### src/rtl/dlr_pkg.sv
package dlr_pkg;
  localparam int unsigned SER_RATIO = 7;
  localparam logic [SER_RATIO-1:0] FRAME_MARK = 7'b1100011;
  localparam int unsigned PH_W = $clog2(SER_RATIO);
endpackage

### src/rtl/dlr_lane_shift.sv
module dlr_lane_shift import dlr_pkg::*; #(
  parameter int unsigned W = SER_RATIO
) (
  input  logic         clk_i,
  input  logic         rst_ni,
  input  logic         clr_i,
  input  logic         bit_i,
  output logic [W-1:0] win_o
);
  logic [W-2:0] sr_q;

  // window includes the bit arriving at this edge
  assign win_o = {sr_q, bit_i};

  always_ff @(posedge clk_i or negedge rst_ni) begin
    if (!rst_ni)    sr_q <= '0;
    else if (clr_i) sr_q <= '0;
    else            sr_q <= win_o[W-2:0];
  end
endmodule

### src/rtl/dlr_framer.sv
module dlr_framer import dlr_pkg::*; #(
  parameter int unsigned LOCK_WORDS = 4,
  parameter int unsigned LOSS_BITS  = 16
) (
  input  logic                 clk_i,
  input  logic                 rst_ni,
  input  logic                 clr_i,
  input  logic [SER_RATIO-1:0] mark_win_i,
  output logic                 take_o,
  output logic                 show_o,
  output logic                 pclk_o,
  output logic                 locked_o
);
  localparam int unsigned HIT_W  = $clog2(LOCK_WORDS + 1);
  localparam int unsigned IDLE_W = $clog2(LOSS_BITS + 1);
  localparam logic [PH_W-1:0] LAST_PH = PH_W'(SER_RATIO - 1);
  localparam logic [PH_W-1:0] HIGH_PH = PH_W'((SER_RATIO - 1) / 2);

  logic [PH_W-1:0]   ph_q, ph_d;
  logic [HIT_W-1:0]  hits_q, hits_d;
  logic [IDLE_W-1:0] idle_q;
  logic at_edge, hit, lost, toggled, lock_d, lock_q, pclk_q;

  assign at_edge = (ph_q == LAST_PH);
  assign hit     = at_edge && (mark_win_i == FRAME_MARK);
  assign lost    = (idle_q >= IDLE_W'(LOSS_BITS));
  assign toggled = mark_win_i[0] ^ mark_win_i[1];

  always_comb begin
    // a miss keeps the phase on the last slot: each later bit is a new offset
    if (at_edge) ph_d = hit ? '0 : LAST_PH;
    else         ph_d = ph_q + PH_W'(1);

    hits_d = hits_q;
    if (lost)         hits_d = '0;
    else if (at_edge) begin
      if (!hit)                                hits_d = '0;
      else if (hits_q != HIT_W'(LOCK_WORDS))   hits_d = hits_q + HIT_W'(1);
    end
    lock_d = (hits_d == HIT_W'(LOCK_WORDS));
  end

  always_ff @(posedge clk_i or negedge rst_ni) begin
    if (!rst_ni) begin
      ph_q <= LAST_PH; hits_q <= '0; idle_q <= '0; lock_q <= 1'b0; pclk_q <= 1'b0;
    end else if (clr_i) begin
      ph_q <= LAST_PH; hits_q <= '0; idle_q <= '0; lock_q <= 1'b0; pclk_q <= 1'b0;
    end else begin
      ph_q   <= ph_d;
      hits_q <= hits_d;
      if (toggled)   idle_q <= '0;
      else if (!lost) idle_q <= idle_q + IDLE_W'(1);
      lock_q <= lock_d;
      pclk_q <= lock_d && (ph_d <= HIGH_PH);
    end
  end

  assign take_o   = hit;
  assign show_o   = hit && lock_d;
  assign pclk_o   = pclk_q;
  assign locked_o = lock_q;
endmodule

### src/rtl/dlr_word_out.sv
module dlr_word_out #(
  parameter int unsigned WORD_W = 28
) (
  input  logic              clk_i,
  input  logic              rst_ni,
  input  logic              clr_i,
  input  logic              take_i,
  input  logic              show_i,
  input  logic [WORD_W-1:0] word_i,
  output logic [WORD_W-1:0] word_o
);
  logic [WORD_W-1:0] cap_q, out_q;

  always_ff @(posedge clk_i or negedge rst_ni) begin
    if (!rst_ni) begin
      cap_q <= '0; out_q <= '0;
    end else if (clr_i) begin
      cap_q <= '0; out_q <= '0;
    end else begin
      if (take_i) cap_q <= word_i;
      if (show_i) out_q <= cap_q;
    end
  end

  assign word_o = out_q;
endmodule

### src/rtl/dlr_deser.sv
module dlr_deser import dlr_pkg::*; #(
  parameter int unsigned LANES      = 4,
  parameter int unsigned LOCK_WORDS = 4,
  parameter int unsigned LOSS_BITS  = 16,
  localparam int unsigned WORD_W    = LANES * SER_RATIO
) (
  input  logic              clk_i,
  input  logic              rst_ni,
  input  logic              pwr_dn_ni,
  input  logic              narrow_i,
  input  logic [LANES-1:0]  lane_i,
  input  logic              fclk_i,
  output logic [WORD_W-1:0] word_o,
  output logic              pclk_o,
  output logic              locked_o
);
  logic                 clr, take, show;
  logic [SER_RATIO-1:0] mark_win;
  logic [WORD_W-1:0]    asm_word;

  assign clr = ~pwr_dn_ni;

  dlr_lane_shift #(.W(SER_RATIO)) u_mark (
    .clk_i, .rst_ni, .clr_i(clr), .bit_i(fclk_i), .win_o(mark_win)
  );

  for (genvar k = 0; k < LANES; k++) begin : g_lane
    logic [SER_RATIO-1:0] win;
    dlr_lane_shift #(.W(SER_RATIO)) u_shift (
      .clk_i, .rst_ni, .clr_i(clr), .bit_i(lane_i[k]), .win_o(win)
    );
    if (k == LANES - 1) begin : g_top
      assign asm_word[k*SER_RATIO +: SER_RATIO] = narrow_i ? '0 : win;
    end else begin : g_low
      assign asm_word[k*SER_RATIO +: SER_RATIO] = win;
    end
  end

  dlr_framer #(.LOCK_WORDS(LOCK_WORDS), .LOSS_BITS(LOSS_BITS)) u_framer (
    .clk_i, .rst_ni, .clr_i(clr), .mark_win_i(mark_win),
    .take_o(take), .show_o(show), .pclk_o, .locked_o
  );

  dlr_word_out #(.WORD_W(WORD_W)) u_out (
    .clk_i, .rst_ni, .clr_i(clr), .take_i(take), .show_i(show),
    .word_i(asm_word), .word_o
  );
endmodule

### config.mk
export PLATFORM = sky130hd
export DESIGN_NAME = dlr_deser
export DESIGN_NICKNAME = d
export VERILOG_FILES = /design/src/rtl/dlr_pkg.sv /design/src/rtl/dlr_lane_shift.sv /design/src/rtl/dlr_framer.sv /design/src/rtl/dlr_word_out.sv /design/src/rtl/dlr_deser.sv
export SDC_FILE = /design/constraint.sdc
export NUM_CORES = 1
export LEC_CHECK = 0
export BUFFER_PORTS_ARGS = -buffer_cell sky130_fd_sc_hd__buf_2
export CORE_UTILIZATION = 29
export CTS_CLUSTER_DIAMETER = 40
export DETAILED_ROUTE_END_ITERATION = 7
export GPL_TIMING_DRIVEN = 0
export PLACE_DENSITY = 0.45
export SYNTH_ARGS = -nofsm -noshare
export SYNTH_HDL_FRONTEND = slang
export SYNTH_HIERARCHICAL = 1
export SYNTH_SLANG_ARGS = --single-unit
### constraint.sdc
create_clock -name clk_i -period 6.8 [get_ports clk_i]
set_clock_uncertainty 0.2 [all_clocks]
set_input_delay 1.36 -clock clk_i [delete_from_list [all_inputs] [get_ports clk_i]]
set_output_delay 1.36 -clock clk_i [all_outputs]
set_load 0.02 [all_outputs]
==> results of run 1 <==
[final cells by class]
| type | instances | share of cell area, % |
|---|---|---|
| tap | 180 | 4.67 |
| clock buffer | 11 | 5.24 |
| inverter | 9 | 0.700 |
| sequential | 99 | 51.4 |
| buffer | 20 | 3.76 |
| timing repair buffer | 39 | 4.56 |
| multi-input combinational | 204 | 29.0 |
| clock inverter | 5 | 0.726 |
[metrics by stage]
stage,setup slack (ps),hold WS (ps)
floorplan,3670,243
global placement,3070,261
detailed placement,3200,270
CTS,3570,280
global route,3440,311
finish,3640,270
[where the power goes]
group | total, mW | switching, mW | internal [mW] | leakage (nW)
clock | 0.494 | 0.224 | 0.270 | 0.142
sequential | 0.604 | 0.00570 | 0.598 | 1.37
combinational | 0.0717 | 0.0486 | 0.0231 | 0.697
total | 1.17 | 0.279 | 0.891 | 2.20
[logic make-up (layout without fill, tap and decap cells)]
group	count (synthesis)	in the layout	synth area share, %
adders and majority gates	7	7	2.14
DFF	99	99	60.6
xor gates and xnor gates	3	3	0.642
AOI/OAI and AO/OA	14	14	1.99
buffers and inverters	29	84	5.26
and+or+nand+nor	123	123	15.4
muxes	57	57	13.9
[path summary, 6_finish.rpt]
path / endpoint / slack, ps / from
worst max-delay path: u_out/word_o[18] / 3640 / pwr_dn_ni
worst min-delay path: u_framer/ph_q[0] / 270 / u_framer/ph_q[0]
worst max register to register: u_out/word_o[18] / 4080 / u_framer/hits_q[0]
worst min register to register: u_framer/ph_q[0] / 270 / u_framer/ph_q[0]
max in group asynchronous: u_framer/ph_q[2] / 4860 / rst_ni
min in group asynchronous: u_out/word_o[16] / 800 / rst_ni
[sequential cells by signal, indices dropped and copies added (netlist names)]
signal and flops:
u_framer/hits_q 3, u_framer/ph_q 3, u_out/word_o 28, u_framer/pclk_o 1, u_out/cap_q 28, u_mark/sr_q 6, u_framer/locked_o 1, g_lane.u_shift/sr_q 24
u_framer/idle_q 5
[synth_stat cells (2+ instances only)]
cell type / instances
a21oi_1: 7
buf_12: 4
buf_2: 3
nand2_1: 5
clkbuf_1: 5
xor2_1: 2
inv_1: 9
dfstp_2: 2
buf_4: 6
nor3_1: 7
mux2i_1: 57
buf_6: 2
a31oi_1: 4
dfrtp_1: 97
nor2_1: 57
nor2b_1: 38
ha_1: 7
nand3_1: 2
nor4_1: 2
[worst max-delay path: cells and delay by family]
kind | cells | cell delay, ps
AND/OR/NAND/NOR | 1 | 110
buffers and inverters | 4 | 1670
[routing by layer]
| metal | share of wire, % | up-vias |
|---|---|---|
| met3 | 4.1 | 9 |
| li1 | - | 1198 |
| met1 | 49 | 1222 |
| met2 | 45 | 31 |
| met5 | 0 | - |
| met4 | 1.4 | 0 |
[cell usage in the layout, fill, tap and decap left out, drive strengths merged, types with 2 or more instances in the layout]
cell type and instances:
a31oi 4, nand2 5, mux2i 57, nand3 2, dfstp 2, clkbuf 16, buf 54, nor3b 2
nor2b 38, or2 2, xor2 2, nor2 57, inv 11, dfrtp 97, clkinv 2, a21oi 7
nor3 8, nor4 2, ha 7
==> impl_metrics.yaml, run 1 <==
global_route:
  antenna_found_initial: 0
  use_met1_pct: 15.8
  globalRouteOverflowTotal: 0
  grt_max_degree: 58
  grt_pass1_vias: 2536
  grt_pass1_wl_um: 13200
  gr-usage-all-layers_pct: 11.9
  gr-usage-met2_pct: 17.7
  busiest_layer: "met2"
  grtUsageMet3_pct: 4.01
route:
  drt_drc_violations_left: 0
  totalWireLength_um: 7820
  drt-initial-drc-count: 131
  via_count: 2460
  dr.pass1.iters: 4
  wire_per_inst_um: 13.8
  viasPerCell: 4.34
  ant_nets: 0
floorplanning:
  std_cell_rows: 43
  dieArea_mm2: 0.0146
  die_w_um: 121
  io_pins: 39
  fp.dieH_um: 121
  coreArea_mm2: 0.0138
  initial_utilization_pct: 29.6
sta:
  finalSetupViolCount: 0
  fin_crit_sh_pct: 46.5
  setup_tns_ps: 0
  fin_crit_ps: 3160
  slew_viol_final: 0
  rsz0062_at_grt: "no"
  tightest_slew_ps: 1120
  fmax_mhz: 317
  finalHoldViolations: 0
  relSlewSlack_pct: 25.1
synth:
  synth_nets: 348
  ys.flop_type: "dfrtp_1"
  postSynthAreaPerCell_um2: 12.3
  synthTopCellsByArea: "dfrtp_1 (59%), mux2i_1 (14%), nor2b_1 (5.8%), nor2_1 (5.2%), ha_1 (2.1%)"
  synth_top_area_share_pct: 59.3
  netlist_instances: 332
  synth_edf_count: 0
  syn_area_mm2: 0.00409
  synthArstFlopShare_pct: 100
  ys_ff_latch: 99
  yosysUniqueCellTypes: 35
  yosysWarnings: 6
  synth_seq_area_share_pct: 60.6
  yosysTopAreaCell: "dfrtp_1"
layout:
  finalNonFillerCells: 567
  fin_util_pct: 34.9
  multiInputGateArea_mm2: 0.00140
  fin_area_mm2: 0.00483
  syn_to_final_growth_pct: 17.9
  nFillCells: 1367
  antennaDiodeCount: 0
  drive_gt1_share_pct: 19.4
  nNetsFinal: 398
  regArea_mm2: 0.00248
clock_network:
  cts_inserted_buffers: 9
  worstSkewPairLatency_ps: 340
  cts_buffer_depth: 2
  cts_setup_buffers: 0
  cts-root-buf: "clkbuf_16"
  cts_tree: "built"
  clock-sinks: 99
  ctsHtreeMaxLevel: 3
  cts_resized: 0
  holdBufCountCts: 0
  clkTransAtPathRegs_ps: 70
worst_setup_path:
  critPathMaxFanout: 33
  worstPathRequired_ps: 6810
  start_kind: "input port"
  worst_setup_path_end_kind: "flip-flop"
  critPathSlowestCell: "inv_1"
  reg2reg_depth: 10
  slowest_delay_ps: 800
  worstPathArrival_ps: 3170
  path_class: "in -> reg"
  cp_cell_sequence: "buf_2 -> inv_1 -> buf_4 -> clkbuf_1 -> nor2_1"
placement:
  dpl-instance-area_mm2: 0.00454
  hpwlAfterDp_um: 5010
  port_buffers: 38
  gp_routability_congestion: 0.688
  dpl.cell_count: 551
pwr:
  total_power_mw: 1.17
  irDropWorstVdd_v: 0.0000946
  p_per_area_mw_per_mm2: 242
  leakagePower_nw: 2.20
worst_hold_path:
  hold_depth: 1
  hold_class: "reg -> reg"
flow_run:
  cap_violations: 0
outcome:
  status: "finished, final reports clean"
Note: power is estimated with default switching activity, not from simulation.
==> run 2: changes to the inputs <==
--- a/config.mk
+++ b/config.mk
@@ -10,7 +10,7 @@
 export CTS_CLUSTER_DIAMETER = 40
 export DETAILED_ROUTE_END_ITERATION = 7
 export GPL_TIMING_DRIVEN = 0
-export PLACE_DENSITY = 0.45
+export PLACE_DENSITY = 0.46
 export SYNTH_ARGS = -nofsm -noshare
 export SYNTH_HDL_FRONTEND = slang
 export SYNTH_HIERARCHICAL = 1
==> constraint.sdc (replaced) <==
create_clock -name clk_i -period 2.9 [get_ports clk_i]
set_clock_uncertainty 0.2 [all_clocks]
set_input_delay 0.58 -clock clk_i [delete_from_list [all_inputs] [get_ports clk_i]]
set_output_delay 0.58 -clock clk_i [all_outputs]
set_load 0.02 [all_outputs]
==> impl_metrics.yaml, run 2 (same netlist as run 1, synthesis figures left out) <==
outcome:
  status: "finished, final reports clean"
pwr:
  total_power_mw: 2.87
  leakagePower_nw: 2.22
  p_per_area_mw_per_mm2: 589
  irDropWorstVdd_v: 0.000255
floorplanning:
  io_pins: 39
  initial_utilization_pct: 29.6
  dieArea_mm2: 0.0146
  std_cell_rows: 43
  coreArea_mm2: 0.0138
  fp.dieH_um: 121
  die_w_um: 121
sta:
  fin_crit_sh_pct: 90.7
  worst_slack_ps: 269
  slew_viol_final: 0
  fmax_mhz: 380
  fin_crit_ps: 2630
  tightest_slew_ps: 1100
  finalHoldViolations: 0
  rsz0062_at_grt: "no"
  relSlewSlack_pct: 26.9
  finalSetupViolCount: 0
placement:
  gp_routability_congestion: 0.683
  hpwlAfterDp_um: 5060
  dpl.cell_count: 551
  port_buffers: 38
  place_ws_ps: 104
flow_run:
  cap_violations: 0
route:
  ant_nets: 0
  drt_drc_violations_left: 0
  viasPerCell: 4.34
  totalWireLength_um: 7810
  dr.pass1.iters: 4
  via_count: 2467
  drt-initial-drc-count: 128
  wire_per_inst_um: 13.7
worst_setup_path:
  endpoint: "u_out/word_o[19]"
  r2r-end: "u_out/word_o[19]"
  start_kind: "flip-flop"
  worst_setup_path_end_kind: "flip-flop"
  worstPathRequired_ps: 2910
  reg2reg_from: "u_framer/hits_q[0]"
  r2r_slack_ps: 270
  path_class: "reg -> reg"
  reg2reg_depth: 10
  crit_start: "u_framer/hits_q[0]"
  critPathMaxFanout: 10
  worstPathArrival_ps: 2640
layout:
  regArea_mm2: 0.00248
  nFillCells: 1371
  syn_to_final_growth_pct: 19.1
  nNetsFinal: 399
  layout_common_cells: "dfrtp_1 (96), nor2_1 (57), mux2i_1 (57)"
  drive_gt1_share_pct: 19.6
  finalNonFillerCells: 569
  multiInputGateArea_mm2: 0.00140
  final_common_cell: "dfrtp_1"
clock_network:
  cts_buffer_depth: 2
  cts_setup_buffers: 0
  cts_tree: "built"
  cts-root-buf: "clkbuf_16"
  ctsHtreeMaxLevel: 3
  cts_inserted_buffers: 9
  worstSkewPairLatency_ps: 350
  clock-sinks: 99
  clkTransAtPathRegs_ps: 70
global_route:
  grt_max_degree: 71
  grt_pass1_wl_um: 13000
  gr-usage-all-layers_pct: 11.8
  grt_pass1_vias: 2489
  globalRouteOverflowTotal: 0
  antenna_found_initial: 1
worst_hold_path:
  hold_class: "reg -> reg"
run 2: what timing repair did:
item,4_1_cts,5_1_grt
endpoints found under the hold margin,29,0
resized for setup,0,1
hold buffers,1,0
setup endpoints to repair,0,1
run 2: layer usage:
metal / up-vias / global-route usage [%] / wire (µm)
met5: - / 0 / 0
li1: 1199 / - / -
met3: 14 / 3.54 / 291
met4: 0 / 5.32 / 150
met2: 33 / 17.5 / 3620
met1: 1221 / 15.8 / 3750
run 2: worst max-delay path, stage by stage, from the launching register on:
cell     delay (ps)
dfrtp_2         430
inv_1            80
ha_1            250
or3b_1          410
a21oi_1         150
a31oi_1          60
nor4_1          240
buf_6           250
buf_12          170
mux2i_1         180
nor2_1           60
run 2: how the worst min path moves through the flow:
stage                                start                   endpoint  cells past startpoint
after floorplan                     rst_ni  g_lane[0].u_shift/sr_q[0]                      0
after global placement    u_framer/ph_q[0]           u_framer/ph_q[0]                      1
after detailed placement  u_framer/ph_q[0]           u_framer/ph_q[0]                      1
after CTS                        lane_i[0]  g_lane[0].u_shift/sr_q[0]                      2
after global routing             lane_i[2]  g_lane[2].u_shift/sr_q[0]                      2
final                     u_framer/ph_q[0]           u_framer/ph_q[0]                      1
run 2: through the flow:
stage	TNS [ps]	instance area (µm²)	hold WS, ps	util (%)
floorplan	0	4090	84.4	-
global placement	-3150	4510	261	32.6
detailed placement	0	4540	267	32.8
CTS	0	4870	259	35.2
global route	0	4870	282	35.2
finish	0	4870	267	35.3
run 2: layout make-up:
class | count | share of cell area, %
Antenna cell | 1 | 0.0513
Buffer | 20 | 3.72
Clock buffer | 9 | 4.62
Clock inverter | 7 | 2.00
Inverter | 9 | 0.693
Multi-Input combinational cell | 204 | 28.7
Sequential cell | 99 | 50.9
Tap cell | 180 | 4.62
Timing Repair Buffer | 40 | 4.72
run 2: power breakdown:
group	switching (mW)	leakage, nW	internal [mW]	total [mW]
Clock	0.524	0.152	0.760	1.28
Combinational	0.115	0.701	0.0556	0.170
Sequential	0.0129	1.36	1.40	1.42
Total	0.652	2.22	2.22	2.87
==> run 3: changes to the inputs <==
--- a/config.mk
+++ b/config.mk
@@ -11,6 +11,7 @@
 export DETAILED_ROUTE_END_ITERATION = 7
 export GPL_TIMING_DRIVEN = 0
 export PLACE_DENSITY = 0.46
+export REMOVE_ABC_BUFFERS = 1
 export SYNTH_ARGS = -nofsm -noshare
 export SYNTH_HDL_FRONTEND = slang
 export SYNTH_HIERARCHICAL = 1
==> impl_metrics.yaml, run 3 (same netlist as run 1, synthesis figures left out) <==
pwr:
  irDropWorstVdd_v: 0.000235
  p_per_area_mw_per_mm2: 577
  leakagePower_nw: 2.17
worst_setup_path:
  endpoint: "u_out/word_o[0]"
  critPathMaxFanout: 7
  worstPathRequired_ps: 2910
  r2r_slack_ps: 260
  path_class: "reg -> reg"
  cp_cell_sequence: "inv_1 -> ha_1 -> or3b_1 -> a21oi_1 -> a31oi_1 -> nor4_4 -> buf_4 -> buf_4 -> mux2i_1 -> nor2_1"
  worst-path-buf-inv: 3
  reg2reg_depth: 10
  worst_setup_path_end_kind: "flip-flop"
  crit_start: "u_framer/hits_q[0]"
  worstPathArrival_ps: 2650
  r2r-end: "u_out/word_o[0]"
  start_kind: "flip-flop"
  reg2reg_from: "u_framer/hits_q[0]"
  critPathSlowestCell: "dfrtp_2"
  critPathTopFamily: "simple AND/OR/NAND/NOR gates"
  slowest_delay_ps: 430
  critPathMostFrequentCell: "buf_4"
  cp.depth: 10
placement:
  dpl-instance-area_mm2: 0.00443
  gp_routability_congestion: 0.719
  hpwlAfterDp_um: 4470
  dpl.cell_count: 537
  port_buffers: 38
  place_ws_ps: -449
sta:
  fin_crit_ps: 2640
  fmax_mhz: 379
  tightest_slew_ps: 919
  fin_crit_sh_pct: 91.0
  finalHoldViolations: 0
  finalSetupViolCount: 0
  rsz0062_at_grt: "no"
  setup_tns_ps: 0
  slew_viol_final: 0
  relSlewSlack_pct: 38.6
  worst_slack_ps: 260
clock_network:
  ctsHtreeMaxLevel: 3
  worstSkewPairLatency_ps: 340
  cts-root-buf: "clkbuf_16"
  cts_inserted_buffers: 9
  cts_buffer_depth: 2
  clkTransAtPathRegs_ps: 70
  cts_tree: "built"
  holdBufCountCts: 0
  clock-sinks: 99
layout:
  fin_area_mm2: 0.00475
  fin_util_pct: 34.4
  final_common_cell: "dfrtp_1"
  layout_common_cells: "dfrtp_1 (96), nor2_1 (57), mux2i_1 (57)"
  nFillCells: 1367
  regArea_mm2: 0.00248
  drive_gt1_share_pct: 19.1
  finalNonFillerCells: 557
  nNetsFinal: 388
  syn_to_final_growth_pct: 16.1
  multiInputGateArea_mm2: 0.00141
  antennaDiodeCount: 0
global_route:
  grt_pass1_wl_um: 12700
  globalRouteOverflowTotal: 0
  grt_max_degree: 63
  antenna_found_initial: 0
  gr-usage-all-layers_pct: 11.3
  grt_pass1_vias: 2580
route:
  ant_nets: 0
  viasPerCell: 4.36
  via_count: 2430
  wire_per_inst_um: 13.1
  totalWireLength_um: 7290
  dr.pass1.iters: 4
  drt_drc_violations_left: 0
  drt-initial-drc-count: 148
floorplanning:
  dieArea_mm2: 0.0146
  initial_utilization_pct: 29.6
  die_w_um: 121
  fp.dieH_um: 121
  io_pins: 39
  coreArea_mm2: 0.0138
  std_cell_rows: 43
worst_hold_path:
  hold_class: "in -> async"
flow_run:
  cap_violations: 0
outcome:
  status: "finished, final reports clean"
-- run 3: cell count changes in the layout (fill, tap and decap cells not counted), moves of 2 or more --
cell	before	now
buf_4	7	9
clkinv_2	1	3
clkinvlp_4	2	0
inv_6	2	0
buf_2	40	37
buf_12	4	1
inv_1	9	7
clkbuf_1	5	2
-- run 3: where the power goes --
group	switching, mW	internal (mW)	total, mW
Combinational	0.108	0.0473	0.156
Clock	0.505	0.667	1.17
Sequential	0.0130	1.40	1.42
Total	0.626	2.12	2.74
-- run 3: worst reg2reg max path, stage by stage, from the launching register on --
cell and delay (ps):
dfrtp_2 430, inv_1 80, ha_1 250, or3b_1 400, a21oi_1 160, a31oi_1 80, nor4_4 230, buf_4 240
buf_4 190, mux2i_1 190, nor2_1 50
-- run 3: area by class of cell --
type | instances | area share, %
sequential | 99 | 52.2
multi-input combinational | 204 | 29.7
timing repair buffer | 49 | 6.55
clock buffer | 11 | 4.90
tap | 180 | 4.74
clock inverter | 5 | 1.13
inverter | 9 | 0.763
-- run 3: worst min path at each step --
stage | from | slack [ps] | to
3_5_place_dp | g_lane[3].u_shift/sr_q[0] | 270 | g_lane[3].u_shift/sr_q[1]
4_1_cts | rst_ni | 150 | u_out/word_o[5]
3_3_place_gp | u_framer/ph_q[0] | 260 | u_framer/ph_q[0]
5_1_grt | rst_ni | 190 | u_out/word_o[5]
2_1_floorplan | rst_ni | 80 | g_lane[0].u_shift/sr_q[0]
6_report | rst_ni | 110 | u_out/word_o[5]
-- run 3: per-layer routing --
metal | vias to the layer above | global-route usage, % | part of all wire (%) | wire [µm]
met5 | - | 0 | 0 | 0
met4 | 0 | 6.25 | 2.2 | 160
met3 | 12 | 2.50 | 3.3 | 239
met2 | 44 | 17.2 | 45 | 3290
met1 | 1206 | 14.9 | 49 | 3600
li1 | 1168 | - | - | -
-- run 3: what timing repair did --
item / 4_1_cts / 5_1_grt
setup buffers: 1 / 4
setup endpoints to repair: 24 / 7
pin swaps: 1 / 1
resized for setup: 2 / 0
-- run 3: metrics by stage --
step,hold slack [ps],power (mW)
after CTS,150,2.80
after detailed placement,274,1.60
final,111,2.74
after global placement,258,1.59
after floorplan,84.4,1.53
after global routing,186,2.87
